## src/rtl/sdlc_loop_pkg.sv

```systemverilog
package sdlc_loop_pkg;

  typedef enum logic [2:0] {
    LS_PASS      = 3'd0,  // off the loop, combinational pass-through
    LS_WAIT_FLAG = 3'd1,  // on the loop, waiting for a flag
    LS_ARMED     = 3'd2,  // flag seen, next poll may be taken
    LS_LEAD_FLAG = 3'd3,  // emitting the leading flag
    LS_LOCAL     = 3'd4   // emitting local source bits
  } loop_state_e;

endpackage

```

## src/rtl/sdlc_pattern_window.sv

```systemverilog
module sdlc_pattern_window #(
  parameter int unsigned W     = 8,
  parameter int unsigned N_PAT = 1,
  parameter logic [N_PAT*W-1:0] PATS = '0
) (
  input  logic             clk,
  input  logic             rst,
  input  logic             clr,
  input  logic             adv,
  input  logic             din,
  output logic [N_PAT-1:0] hit
);
  // Window index 0 holds the oldest bit in line order.
  logic [W-1:0] win_q;
  logic [W-1:0] win_nxt;

  assign win_nxt = {din, win_q[W-1:1]};

  always_ff @(posedge clk) begin
    if (rst || clr) begin
      win_q <= '1;  // all ones: no pattern can match before a real zero
    end else if (adv) begin
      win_q <= win_nxt;
    end
  end

  for (genvar p = 0; p < N_PAT; p++) begin : g_match
    assign hit[p] = adv && (win_nxt == PATS[p*W +: W]);
  end

endmodule

```

## src/rtl/sdlc_loop_ctrl.sv

```systemverilog
module sdlc_loop_ctrl
  import sdlc_loop_pkg::*;
#(
  parameter int unsigned W     = 8,
  parameter int unsigned IDX_W = $clog2(W)
) (
  input  logic             clk,
  input  logic             rst,
  input  logic             bit_en,
  input  logic             loop_en,
  input  logic             go_active,
  input  logic             go_off,
  input  logic             rx_eop,
  input  logic             rx_flag,
  input  logic             tx_eop,
  output loop_state_e      state_q,
  output logic [IDX_W-1:0] lead_idx_q,
  output logic             convert,
  output logic             on_loop_q,
  output logic             sending_q,
  output logic             eop_seen_q
);
  loop_state_e state_nxt;
  logic        off_pend_q;

  always_comb begin
    state_nxt = state_q;
    convert   = 1'b0;
    if (!loop_en) begin
      state_nxt = LS_PASS;
    end else if (bit_en) begin
      unique case (state_q)
        LS_PASS: begin
          if (rx_eop) state_nxt = LS_WAIT_FLAG;
        end
        LS_WAIT_FLAG: begin
          if (rx_eop && off_pend_q) state_nxt = LS_PASS;
          else if (rx_flag)         state_nxt = LS_ARMED;
        end
        LS_ARMED: begin
          if (rx_eop) begin
            if (off_pend_q) begin
              state_nxt = LS_PASS;
            end else if (go_active) begin
              state_nxt = LS_LEAD_FLAG;
              convert   = 1'b1;
            end
          end
        end
        LS_LEAD_FLAG: begin
          if (lead_idx_q == IDX_W'(W - 1)) state_nxt = LS_LOCAL;
        end
        LS_LOCAL: begin
          if (tx_eop) state_nxt = LS_WAIT_FLAG;
        end
        default: state_nxt = LS_PASS;
      endcase
    end
  end

  always_ff @(posedge clk) begin
    if (rst) begin
      state_q    <= LS_PASS;
      off_pend_q <= 1'b0;
      lead_idx_q <= '0;
      on_loop_q  <= 1'b0;
      sending_q  <= 1'b0;
      eop_seen_q <= 1'b0;
    end else begin
      state_q <= state_nxt;
      if (state_nxt == LS_PASS) off_pend_q <= 1'b0;
      else if (go_off && state_q != LS_PASS) off_pend_q <= 1'b1;
      if (state_q != LS_LEAD_FLAG) lead_idx_q <= '0;
      else if (bit_en) lead_idx_q <= lead_idx_q + IDX_W'(1);
      on_loop_q  <= (state_nxt != LS_PASS);
      sending_q  <= (state_nxt == LS_LEAD_FLAG) || (state_nxt == LS_LOCAL);
      eop_seen_q <= loop_en && rx_eop;
    end
  end

endmodule

```

## src/rtl/sdlc_loop_outpath.sv

```systemverilog
module sdlc_loop_outpath
  import sdlc_loop_pkg::*;
#(
  parameter int unsigned W     = 8,
  parameter int unsigned IDX_W = $clog2(W),
  parameter logic [W-1:0] FLAG_PAT = 8'b0111_1110
) (
  input  logic             clk,
  input  logic             rst,
  input  logic             bit_en,
  input  logic             rxd,
  input  logic             tx_bit,
  input  loop_state_e      state_q,
  input  logic             convert,
  input  logic [IDX_W-1:0] lead_idx_q,
  output logic             txd,
  output logic             tx_pull
);
  logic stage_q;

  always_ff @(posedge clk) begin
    if (rst) begin
      stage_q <= 1'b1;
    end else if (bit_en) begin
      if (convert) begin
        stage_q <= 1'b0;  // final bit of the poll becomes the flag's closing zero
      end else begin
        unique case (state_q)
          LS_LEAD_FLAG: stage_q <= FLAG_PAT[lead_idx_q];
          LS_LOCAL:     stage_q <= tx_bit;
          default:      stage_q <= rxd;
        endcase
      end
    end
  end

  assign txd     = (state_q == LS_PASS) ? rxd : stage_q;
  assign tx_pull = bit_en && (state_q == LS_LOCAL);

endmodule

```

## src/rtl/sdlc_loop_repeater.sv

```systemverilog
module sdlc_loop_repeater
  import sdlc_loop_pkg::*;
#(
  parameter int unsigned FRAME_W = 8,
  parameter logic [FRAME_W-1:0] EOP_PAT  = 8'b1111_1110,
  parameter logic [FRAME_W-1:0] FLAG_PAT = 8'b0111_1110
) (
  input  logic clk,
  input  logic rst,
  input  logic bit_en,
  input  logic rxd,
  input  logic loop_en,
  input  logic go_active,
  input  logic go_off,
  input  logic tx_bit,
  output logic tx_pull,
  output logic txd,
  output logic on_loop,
  output logic loop_sending,
  output logic eop_seen
);
  localparam int unsigned IDX_W = (FRAME_W > 1) ? $clog2(FRAME_W) : 1;

  loop_state_e      state_q;
  logic [IDX_W-1:0] lead_idx_q;
  logic             convert;
  logic [1:0]       rx_hit;
  logic [0:0]       tx_hit;
  logic             tx_win_clr;

  assign tx_win_clr = (state_q != LS_LOCAL);

  sdlc_pattern_window #(
    .W(FRAME_W), .N_PAT(2), .PATS({FLAG_PAT, EOP_PAT})
  ) u_rx_win (
    .clk(clk), .rst(rst), .clr(1'b0), .adv(bit_en), .din(rxd), .hit(rx_hit)
  );

  sdlc_pattern_window #(
    .W(FRAME_W), .N_PAT(1), .PATS(EOP_PAT)
  ) u_tx_win (
    .clk(clk), .rst(rst), .clr(tx_win_clr), .adv(tx_pull), .din(tx_bit), .hit(tx_hit)
  );

  sdlc_loop_ctrl #(.W(FRAME_W), .IDX_W(IDX_W)) u_ctrl (
    .clk(clk), .rst(rst), .bit_en(bit_en), .loop_en(loop_en),
    .go_active(go_active), .go_off(go_off),
    .rx_eop(rx_hit[0]), .rx_flag(rx_hit[1]), .tx_eop(tx_hit[0]),
    .state_q(state_q), .lead_idx_q(lead_idx_q), .convert(convert),
    .on_loop_q(on_loop), .sending_q(loop_sending), .eop_seen_q(eop_seen)
  );

  sdlc_loop_outpath #(.W(FRAME_W), .IDX_W(IDX_W), .FLAG_PAT(FLAG_PAT)) u_out (
    .clk(clk), .rst(rst), .bit_en(bit_en), .rxd(rxd), .tx_bit(tx_bit),
    .state_q(state_q), .convert(convert), .lead_idx_q(lead_idx_q),
    .txd(txd), .tx_pull(tx_pull)
  );

endmodule

```

## config.mk

```make
export PLATFORM = sky130hd
export DESIGN_NAME = sdlc_loop_repeater
export DESIGN_NICKNAME = d
export VERILOG_FILES = /design/src/rtl/sdlc_loop_pkg.sv /design/src/rtl/sdlc_pattern_window.sv /design/src/rtl/sdlc_loop_ctrl.sv /design/src/rtl/sdlc_loop_outpath.sv /design/src/rtl/sdlc_loop_repeater.sv
export SDC_FILE = /design/constraint.sdc
export NUM_CORES = 1
export LEC_CHECK = 0
export ABC_AREA = 1
export BUFFER_PORTS_ARGS = -buffer_cell sky130_fd_sc_hd__buf_2
export CAP_MARGIN = 20
export CORE_MARGIN = 5
export CORE_UTILIZATION = 40
export CTS_CLUSTER_SIZE = 30
export DETAILED_ROUTE_END_ITERATION = 10
export GPL_TIMING_DRIVEN = 0
export PLACE_DENSITY = 0.57
export SLEW_MARGIN = 10
export SYNTH_ARGS = -nofsm -noshare
export SYNTH_HDL_FRONTEND = slang
export SYNTH_SLANG_ARGS = --single-unit
```

## constraint.sdc

```tcl
create_clock -name clk -period 2.1 [get_ports clk]
set_input_delay 0.525 -clock clk [delete_from_list [all_inputs] [get_ports clk]]
set_output_delay 0.525 -clock clk [all_outputs]
set_load 0.005 [all_outputs]
```

=== Word-level counts from Yosys, hierarchy flattened ===
Memories as Yosys holds them, arrays and structs flattened. A register that Yosys moved wholly into a read port is not among the register bits.
Cells that the tools add are included.

* Muxes and demuxes: 23
* Equal/unequal tests: 12
* Order comparisons: 1
* Add/sub/neg operators: 1
* Reduce and logical (&&, ||, !) cells: 15

{| class="wikitable"
|+ Operators with widths
! cell !! count
|-
| 3-bit two-way mux || 12
|-
| 8-bit equality test, second input constant || 2
|-
| 3-bit case mux with 5 select lines || 1
|-
| 3-bit by 2-bit equality test with 1-bit output, second input constant || 3
|-
| 3-bit equality test, second input constant || 3
|-
| 1-bit two-way mux || 9
|-
| 8-bit by 7-bit equality test with 1-bit output, second input constant || 1
|-
| 1-bit logical AND || 7
|-
| 3-bit logical NOT || 2
|-
| 3-bit nonzero test || 2
|-
| 3-bit by 4-bit less-than comparator with 1-bit output, second input constant || 1
|-
| 2-bit OR reduction || 2
|-
| 3-bit by 1-bit adder with 3-bit output, second input constant || 1
|-
| 3-bit by 1-bit equality test with 1-bit output, second input constant || 1
|-
| 3-bit by 2-bit != test with 1-bit output, second input constant || 1
|-
| 3-bit != test, second input constant || 1
|-
| 1-bit logical OR || 2
|-
| 1-bit case mux with 2 select lines || 1
|}

* Memories kept: 1
* Bits of input ports: 8
* Bits in read-only memories: 8
* Output and inout bits: 5
* Register bits: 27
* Logic and storage cells: 62

{| class="wikitable"
|+ Memories
! name !! depth !! width !! rd ports !! clocked after Yosys merged registers in !! write ports !! RTL line !! source
|-
| (no name shown) || 8 || 1 || 1 || 1 || 0 || sdlc_loop_outpath.sv:29 || <nowiki>LS_LEAD_FLAG: stage_q <= FLAG_PAT[lead_idx_q];</nowiki>
|}

=== Depth between registers and ports, before layout ===
Gate-level depths: netlist of run 1.

* Depth in word-level cells: 9
* Depth in mapped cells: 12
* Depth with buffers taken out: 12

=== By module ===
A second synthesis of run 1 with hierarchy kept.

* Cells, all modules: 185
* Area total of the unflattened synthesis: 1262.5 um2

{| class="wikitable"
|+ By module, submodules not included
! module !! times used !! area each (um2) !! sequential area each (um2) !! cells an instance
|-
| sdlc_loop_ctrl || 1 || 546.8 || 200.2 || 80
|-
| sdlc_pattern_window (u_tx_win) || 1 || 294.0 || 140.1 || 38
|-
| sdlc_pattern_window (u_rx_win) || 1 || 289.0 || 140.1 || 40
|-
| sdlc_loop_outpath || 1 || 121.4 || 20.0 || 24
|-
| sdlc_loop_repeater || 1 || 11.3 || 0.0 || 3
|}

=== Least setup slack after synthesis of run 1 ===
Ideal clock, no wire load.

* Path type: input to register
* Start: in tx_bit
* End: reg u_ctrl.off_pend_q
* Setup time: 0.115 ns
* Data arrival time: 1.217 ns
* Buffers on the path: 0
* Slack: 0.768 ns
* Cell stages on the path: 11
* Data required time: 1.985 ns
* Path through: nand2_1 nor2_1 nand2_1 o21ai_1 nand2_1 nand2_1 nand2_2 nand2_2 nand3_1 nand2_1 nor2_1

* Longest elaborated chain between the ends: 8

{| class="wikitable"
|+ Ends and longest elaborated chain
! what !! RTL line !! source
|-
| start: declaration || sdlc_loop_repeater.sv:15 || <nowiki>input logic tx_bit,</nowiki>
|-
| 8-bit equality test || sdlc_pattern_window.sv:28 || <nowiki>assign hit[p] = adv && (win_nxt == PATS[p*W +: W]);</nowiki>
|-
| 1-bit logical AND || sdlc_pattern_window.sv:28 ||
|-
| 3-bit two-way mux || sdlc_loop_ctrl.sv:54 || <nowiki>if (tx_eop) state_nxt = LS_WAIT_FLAG;</nowiki>
|-
| 3-bit case mux with 5 select lines || sdlc_loop_ctrl.sv:32 || <nowiki>unique case (state_q)</nowiki>
|-
| 3-bit two-way mux || sdlc_loop_ctrl.sv:31 || <nowiki>end else if (bit_en) begin</nowiki>
|-
| 3-bit two-way mux || sdlc_loop_ctrl.sv:29 || <nowiki>if (!loop_en) begin</nowiki>
|-
| 3-bit logical NOT || sdlc_loop_ctrl.sv:71 || <nowiki>if (state_nxt == LS_PASS) off_pend_q <= 1'b0;</nowiki>
|-
| 2-bit OR reduction (no source line) || n/a ||
|-
| end signal: assignment || sdlc_loop_ctrl.sv:64 || <nowiki>off_pend_q <= 1'b0;</nowiki>
|-
| end signal: assignment || sdlc_loop_ctrl.sv:71 ||
|-
| end signal: assignment || sdlc_loop_ctrl.sv:72 || <nowiki>else if (go_off && state_q != LS_PASS) off_pend_q <= 1'b1;</nowiki>
|-
| end: declaration || sdlc_loop_ctrl.sv:24 || <nowiki>logic off_pend_q;</nowiki>
|}

No other way between the ends.
A chain may end at the register's enable or synchronous reset.

=== Worst setup path after layout of run 1 ===
* Start: reg u_ctrl.state_q[0]
* End: out tx_pull

* Longest elaborated chain between the ends: 2

{| class="wikitable"
|+ Ends and longest elaborated chain
! what !! RTL line !! source
|-
| start: declaration || sdlc_loop_ctrl.sv:16 || <nowiki>output loop_state_e state_q,</nowiki>
|-
| start signal: assignment || sdlc_loop_ctrl.sv:70 || <nowiki>state_q <= state_nxt;</nowiki>
|-
| 3-bit equality test || sdlc_loop_outpath.sv:38 || <nowiki>assign tx_pull = bit_en && (state_q == LS_LOCAL);</nowiki>
|-
| 1-bit logical AND || sdlc_loop_outpath.sv:38 ||
|-
| end: declaration || sdlc_loop_repeater.sv:16 || <nowiki>output logic tx_pull,</nowiki>
|}

No other way between the ends.

==> results of run 1 <==
-- report_power, final --
part	internal, mW	switching, mW	total (mW)	leakage (nW)
sequential	0.506	0.00901	0.515	0.212
combinational	0.0295	0.0528	0.0823	0.490
clock	0.0673	0.142	0.210	0.0138
-- Yosys cell counts, drive strengths merged --
| cell | number | area share, % |
|---|---|---|
| o21ai | 6 | 2.5 |
| nand3 | 22 | 9.8 |
| buf | 2 | 1.0 |
| dfxtp | 26 | 43 |
| nor3 | 1 | 0.41 |
| nand4 | 3 | 1.5 |
| nor2 | 21 | 7.1 |
| nand2 | 62 | 20 |
| ha | 2 | 2.0 |
| a31oi | 2 | 1.0 |
| nor4 | 1 | 1.7 |
| o211ai | 2 | 1.2 |
| inv | 19 | 5.8 |
| a21oi | 5 | 2.0 |
| clkbuf | 2 | 0.61 |
-- path summary, 6_finish.rpt --
path,from,to,slack [ns]
max reg2reg,u_ctrl.state_q[0],u_ctrl.off_pend_q,0.56
min reg2reg,u_rx_win.win_q[1],u_rx_win.win_q[1],0.47
min,go_off,u_ctrl.off_pend_q,0.45
max,u_ctrl.state_q[0],tx_pull,0.19
-- cells by family after synthesis --
logic type	count (synthesis)
simple gates	110
flops	26
buf+inv	23
compound gates	15
fa+ha+maj	2
-- critical path, delay by kind of cell, from the launching register on --
kind	cells	cell delay, ns
buffers and inverters	2	0.26
flip-flops	1	0.39
AND/OR/NAND/NOR	2	0.40
-- sequential cells by signal, indices dropped and copies added, names as in the netlist, named ones only --
name and flops:
u_rx_win.win_q 7, u_tx_win.win_q 7, u_ctrl.lead_idx_q 3, u_ctrl.state_q 3, u_ctrl.eop_seen_q 1, u_ctrl.off_pend_q 1
u_ctrl.on_loop_q 1, u_ctrl.sending_q 1, u_out.stage_q 1
-- per-stage QoR --
| stage | worst slack, ns | hold slack [ns] | cells | instance area [um^2] | power, mW |
|---|---|---|---|---|---|
| after detailed placement | 0.4557 | 0.4520 | 220 | 1318 | 0.6101 |
| after CTS | 0.1920 | 0.4551 | 223 | 1340 | 0.8152 |
| after global placement | 0.4516 | 0.4479 | 220 | 1318 | 0.6085 |
| final | 0.1915 | 0.4540 | 223 | 1340 | 0.8075 |
| after floorplan | 0.7677 | 0.4355 | 176 | 1221 | 0.5828 |
| after global routing | 0.07529 | 0.4664 | 223 | 1340 | 0.8486 |
-- metal layers --
layer	track usage, %	vias to the layer above
met5	0	-
met4	3.886	0
met3	2.564	5
met2	19.72	16
met1	15.58	498
li1	-	592
-- final cells by class --
cell class	instances	area [um^2]
Tap cell	33	41.29
Timing Repair Buffer	11	55.05
Sequential cell	26	520.5
Multi-Input combinational cell	127	609.3
Clock buffer	3	22.52
Buffer	4	20.02
Inverter	19	71.32
Fill cell	306	1638
-- cells in the final DEF, fill, tap and decap left out --
cell type / synthesis / final
a31oi_1: 2 / 2
nand2_1: 57 / 57
inv_2: 2 / 2
nor2_1: 18 / 18
ha_1: 2 / 2
inv_1: 17 / 17
nor2_2: 3 / 3
nand4_1: 3 / 3
o21ai_0: 4 / 4
nor4_4: 1 / 1
o21ai_1: 2 / 2
buf_4: 1 / 1
nand3_2: 2 / 2
nor3_1: 1 / 1
dfxtp_1: 26 / 26
nand3_1: 20 / 20
clkbuf_1: 2 / 2
a21oi_1: 5 / 5
buf_2: 1 / 12
nand2_2: 4 / 4
clkbuf_4: 0 / 3
o211ai_1: 2 / 2
nand2_4: 1 / 1
==> qor.yml, run 1 <==
worst_hold_path:
  holdPathStages: 3
  hp-class: "in2reg"
timing:
  timing.slew.headroom_pct: 68.97
  fmax_mhz: 524.0
  setup_viol: 0
  skew_ns: 0.002358
  drv_slew: 0
  fin_crit_sh_pct: 90.88
  period_needed_ns: 1.909
  tns_ns: 0
  rsz0062_at_grt: "no"
  hold_violations: 0
  worstMarginPinSlew_ns: 0.4637
floorplanning:
  die_area_mm2: 0.004258
  die_x_um: 65.26
  core_mm2: 0.002978
  die_h_um: 65.26
  num_rows: 20
  ios: 13
  start_util_pct: 41.01
grt:
  grt_pass1_wl_mm: 4.057
  grt_max_degree: 14
  grt_usage_pct: 12.00
  grt_overflow_total: 0
  grt_pass1_vias: 968
  antenna_found_initial: 0
critical_path:
  endpoint_kind: "output port"
  cp.arrival_ns: 1.38
  cp_slowest_cell: "dfxtp_1"
  ff2ff_path_depth: 10
  start_kind: "register"
  required_ns: 1.57
  crit_chain: "nor2_2 -> nand3_2 -> inv_1 -> buf_2"
  worstPathMaxFanout: 8
  critPathKind: "reg2out"
  cp_slowest_stage_delay_ns: 0.39
clocking:
  cts-root-buf: "clkbuf_4"
  clock_latency_ns: 0.32
  cts_max_level: 1
  cts_resized: 0
  cts_tree: "done"
  cts.clk_slew.worst_paths_ns: 0.13
  clock_tree.buffer_depth: 2
  holdBufCountCts: 0
  clock-sinks: 26
  cts_setup_buffers: 0
  numCtsBuffers: 3
place:
  gp_congestion: 0.8641
  dpl.hpwl_mm: 1.874
  port_buffers: 11
layout:
  postLayoutCoreUtil_pct: 45.00
  nets: 202
  n_antenna_cell: 0
  drive_gt1_share_pct: 15.26
  syn2layout_area_growth_pct: 9.734
synth:
  synth-compound-area-share_pct: 6.762
  synth-seq-cells: 26
  post_synth.cell_area_avg_um2: 6.938
  synthSimpleGateAreaFrac_pct: 41.09
  synth_xor_area_share_pct: 0
  synth_mux_area_share_pct: 0
  yosysUniqueCellTypes: 22
  synthAdderAreaFrac_pct: 2.049
  netlist_area_mm2: 0.001221
  netlist_instances: 176
  synth_top_family_by_area: "simple AND/OR/NAND/NOR gates"
  yosysWarnings: 0
  ys_seq_area_share_pct: 42.62
  synth.net_count: 186
route:
  ant_nets: 0
  drtPass1Iterations: 4
  drt-met1-wl_mm: 1.221
  dr_wl_met3_um: 91
  dr_total_vias: 1111
  drtIter0Drc: 77
  wl_per_cell_um: 11.00
  vias_per_cell: 4.982
  wirelength_mm: 2.453
  route.met2.wl_mm: 1.104
  drc: 0
  routed.top_layer: "met4"
flow_run:
  maxCapViolCount: 0
power_and_ir_drop:
  power_density_mw_per_mm2: 602.6
  leakage_nw: 0.7156
  ir_worst_vdd_v: 0.0001735
run_status:
  status: "complete, no violations"
No activity file was read; power rests on OpenSTA's default activity.
==> run 2: changes to the inputs <==
BUFFER_PORTS_ARGS = -buffer_cell sky130_fd_sc_hd__clkbuf_2   (was -buffer_cell sky130_fd_sc_hd__buf_2)
PLACE_DENSITY = unset   (was 0.57)
PLACE_DENSITY_LB_ADDON = 0.05   (was unset)
==> run 2 against run 1 <==
Against the previous run: first-iteration DRC count is 7.8% lower; critical path type unchanged; critical endpoint unchanged; via count is 1.9% lower; final cell count is 0.45% higher; combinational power hardly changed; critical path depth stayed put; non-clock buffer count stayed put; worst hold slack worse by 0.013 ns.
==> qor.yml, run 2 (synthesis results as in run 1) <==
clocking:
  cts_tree: "done"
  cts_resized: 0
  holdBufCountCts: 0
  clock-sinks: 26
  cts_max_level: 1
  cts_setup_buffers: 0
  clock_tree.buffer_depth: 2
  cts.clk_slew.worst_paths_ns: 0.14
  cts-root-buf: "clkbuf_4"
  clock_latency_ns: 0.33
  numCtsBuffers: 3
floorplanning:
  die_x_um: 65.26
  die_area_mm2: 0.004258
  die_h_um: 65.26
  start_util_pct: 41.01
  core_mm2: 0.002978
  num_rows: 20
  ios: 13
critical_path:
  required_ns: 1.57
  worstPathMaxFanout: 8
  start_kind: "register"
  ff2ff_path_depth: 10
  cp.arrival_ns: 1.38
  r2r_start: "u_ctrl.state_q[0]"
  endpoint_kind: "output port"
  crit_start: "u_ctrl.state_q[0]"
  critPathCapture: "tx_pull"
  rr_endpoint: "u_ctrl.off_pend_q"
  r2r_setup_slack_ns: 0.59
  critPathKind: "reg2out"
timing:
  drv_slew: 0
  fin_crit_sh_pct: 90.71
  tns_ns: 0
  fmax_mhz: 524.9
  worstMarginPinSlew_ns: 0.4765
  setup_viol: 0
  timing.slew.headroom_pct: 68.23
  skew_ns: 0.001678
  timing.final.ws_setup_ns: 0.1950
  period_needed_ns: 1.905
  rsz0062_at_grt: "no"
  hold_violations: 0
power_and_ir_drop:
  p_sw_share_pct: 22.68
  pwr-share-comb_pct: 8.7
  power_density_mw_per_mm2: 688.3
  ir_worst_vdd_v: 0.0003314
  p_sw_mw: 0.2138
  power_frac_seq_pct: 54.7
  internal-power_mw: 0.7291
  clock_power_share_pct: 36.6
  leakage_nw: 0.7278
route:
  wl_per_cell_um: 10.95
  wirelength_mm: 2.453
  drc: 0
  vias_per_cell: 4.866
  drtIter0Drc: 71
  drtPass1Iterations: 4
  ant_nets: 0
  dr_total_vias: 1090
grt:
  grt_pass1_wl_mm: 4.574
  antenna_found_initial: 0
  grt_overflow_total: 0
  grt_pass1_vias: 1038
  grt_max_degree: 16
  grt_usage_pct: 13.68
worst_hold_path:
  hp-class: "in2reg"
layout:
  reg.largest.list: "u_rx_win.win_q x7, u_tx_win.win_q x7"
  mostFrequentLayoutCell: "nand2_1"
  syn2layout_area_growth_pct: 12.19
  final_cells: 224
  n_antenna_cell: 0
  drive_gt1_share_pct: 15.71
  final_cell_mix: "nand2_1, dfxtp_1, nand3_1"
  nets: 202
place:
  gp_congestion: 0.7993
  dpl.hpwl_mm: 1.876
  dp_worst_setup_slack_ns: 0.4285
  placedCellCount: 220
  port_buffers: 11
run_status:
  status: "complete, no violations"
flow_run:
  maxCapViolCount: 0
-- run 2: cell count changes in the layout (fill, tap and decap cells not counted), sizes merged --
cell | previous run | this run
buf | 13 | 2
clkbuf | 5 | 16
bufinv | 0 | 1
-- run 2: metal layers --
layer / track usage (%) / vias to the layer above / wire length (um)
li1: - / 592 / -
met4: 5.440 / 0 / 44
met1: 16.93 / 486 / 1152
met2: 22.88 / 7 / 1181
met3: 3.077 / 5 / 75
met5: 0 / - / 0
-- run 2: worst min-delay path by stage --
stage / cells after the start / slack [ns] / end / startpoint
global placement: 2 / 0.45 / u_rx_win.win_q[1] / u_rx_win.win_q[1]
finish: 3 / 0.44 / u_ctrl.off_pend_q / go_off
global route: 3 / 0.44 / u_ctrl.state_q[2] / loop_en
floorplan: 2 / 0.44 / u_rx_win.win_q[1] / u_rx_win.win_q[1]
CTS: 3 / 0.44 / u_ctrl.off_pend_q / go_off
detailed placement: 2 / 0.46 / u_rx_win.win_q[1] / u_rx_win.win_q[1]
-- run 2: critical path, stage by stage, from the launching register on --
cell,delay (ns)
dfxtp_1,0.39
nor2_2,0.20
nand3_2,0.19
inv_1,0.14
clkbuf_2,0.12
-- run 2: power by group through the flow --
stage	registers (mW)	logic [mW]	clock network, mW
after floorplan	0.525	0.0581	0
after global placement	0.526	0.0828	0
after detailed placement	0.527	0.0834	0
after CTS	0.516	0.0840	0.357
after global routing	0.519	0.0965	0.387
final	0.516	0.0825	0.345
-- run 2: through the flow --
stage / area (um^2) / utilization, % / hold WS (ns) / total power [mW]
finish: 1370 / 46.01 / 0.4407 / 0.9430
CTS: 1370 / 46.01 / 0.4403 / 0.9570
floorplan: 1221 / - / 0.4355 / 0.5828
global placement: 1318 / 44.24 / 0.4471 / 0.6090
global route: 1370 / 46.01 / 0.4386 / 1.002
detailed placement: 1318 / 44.24 / 0.4552 / 0.6101
-- run 2: final cells by class --
class                           instances  area [um^2]
Tap cell                               33        41.29
Inverter                               19        71.32
Fill cell                             326         1608
Clock buffer                            3        22.52
Sequential cell                        26        520.5
Multi-Input combinational cell        127        609.3
Clock inverter                          1        30.03
Timing Repair Buffer                   11        55.05
Buffer                                  4        20.02
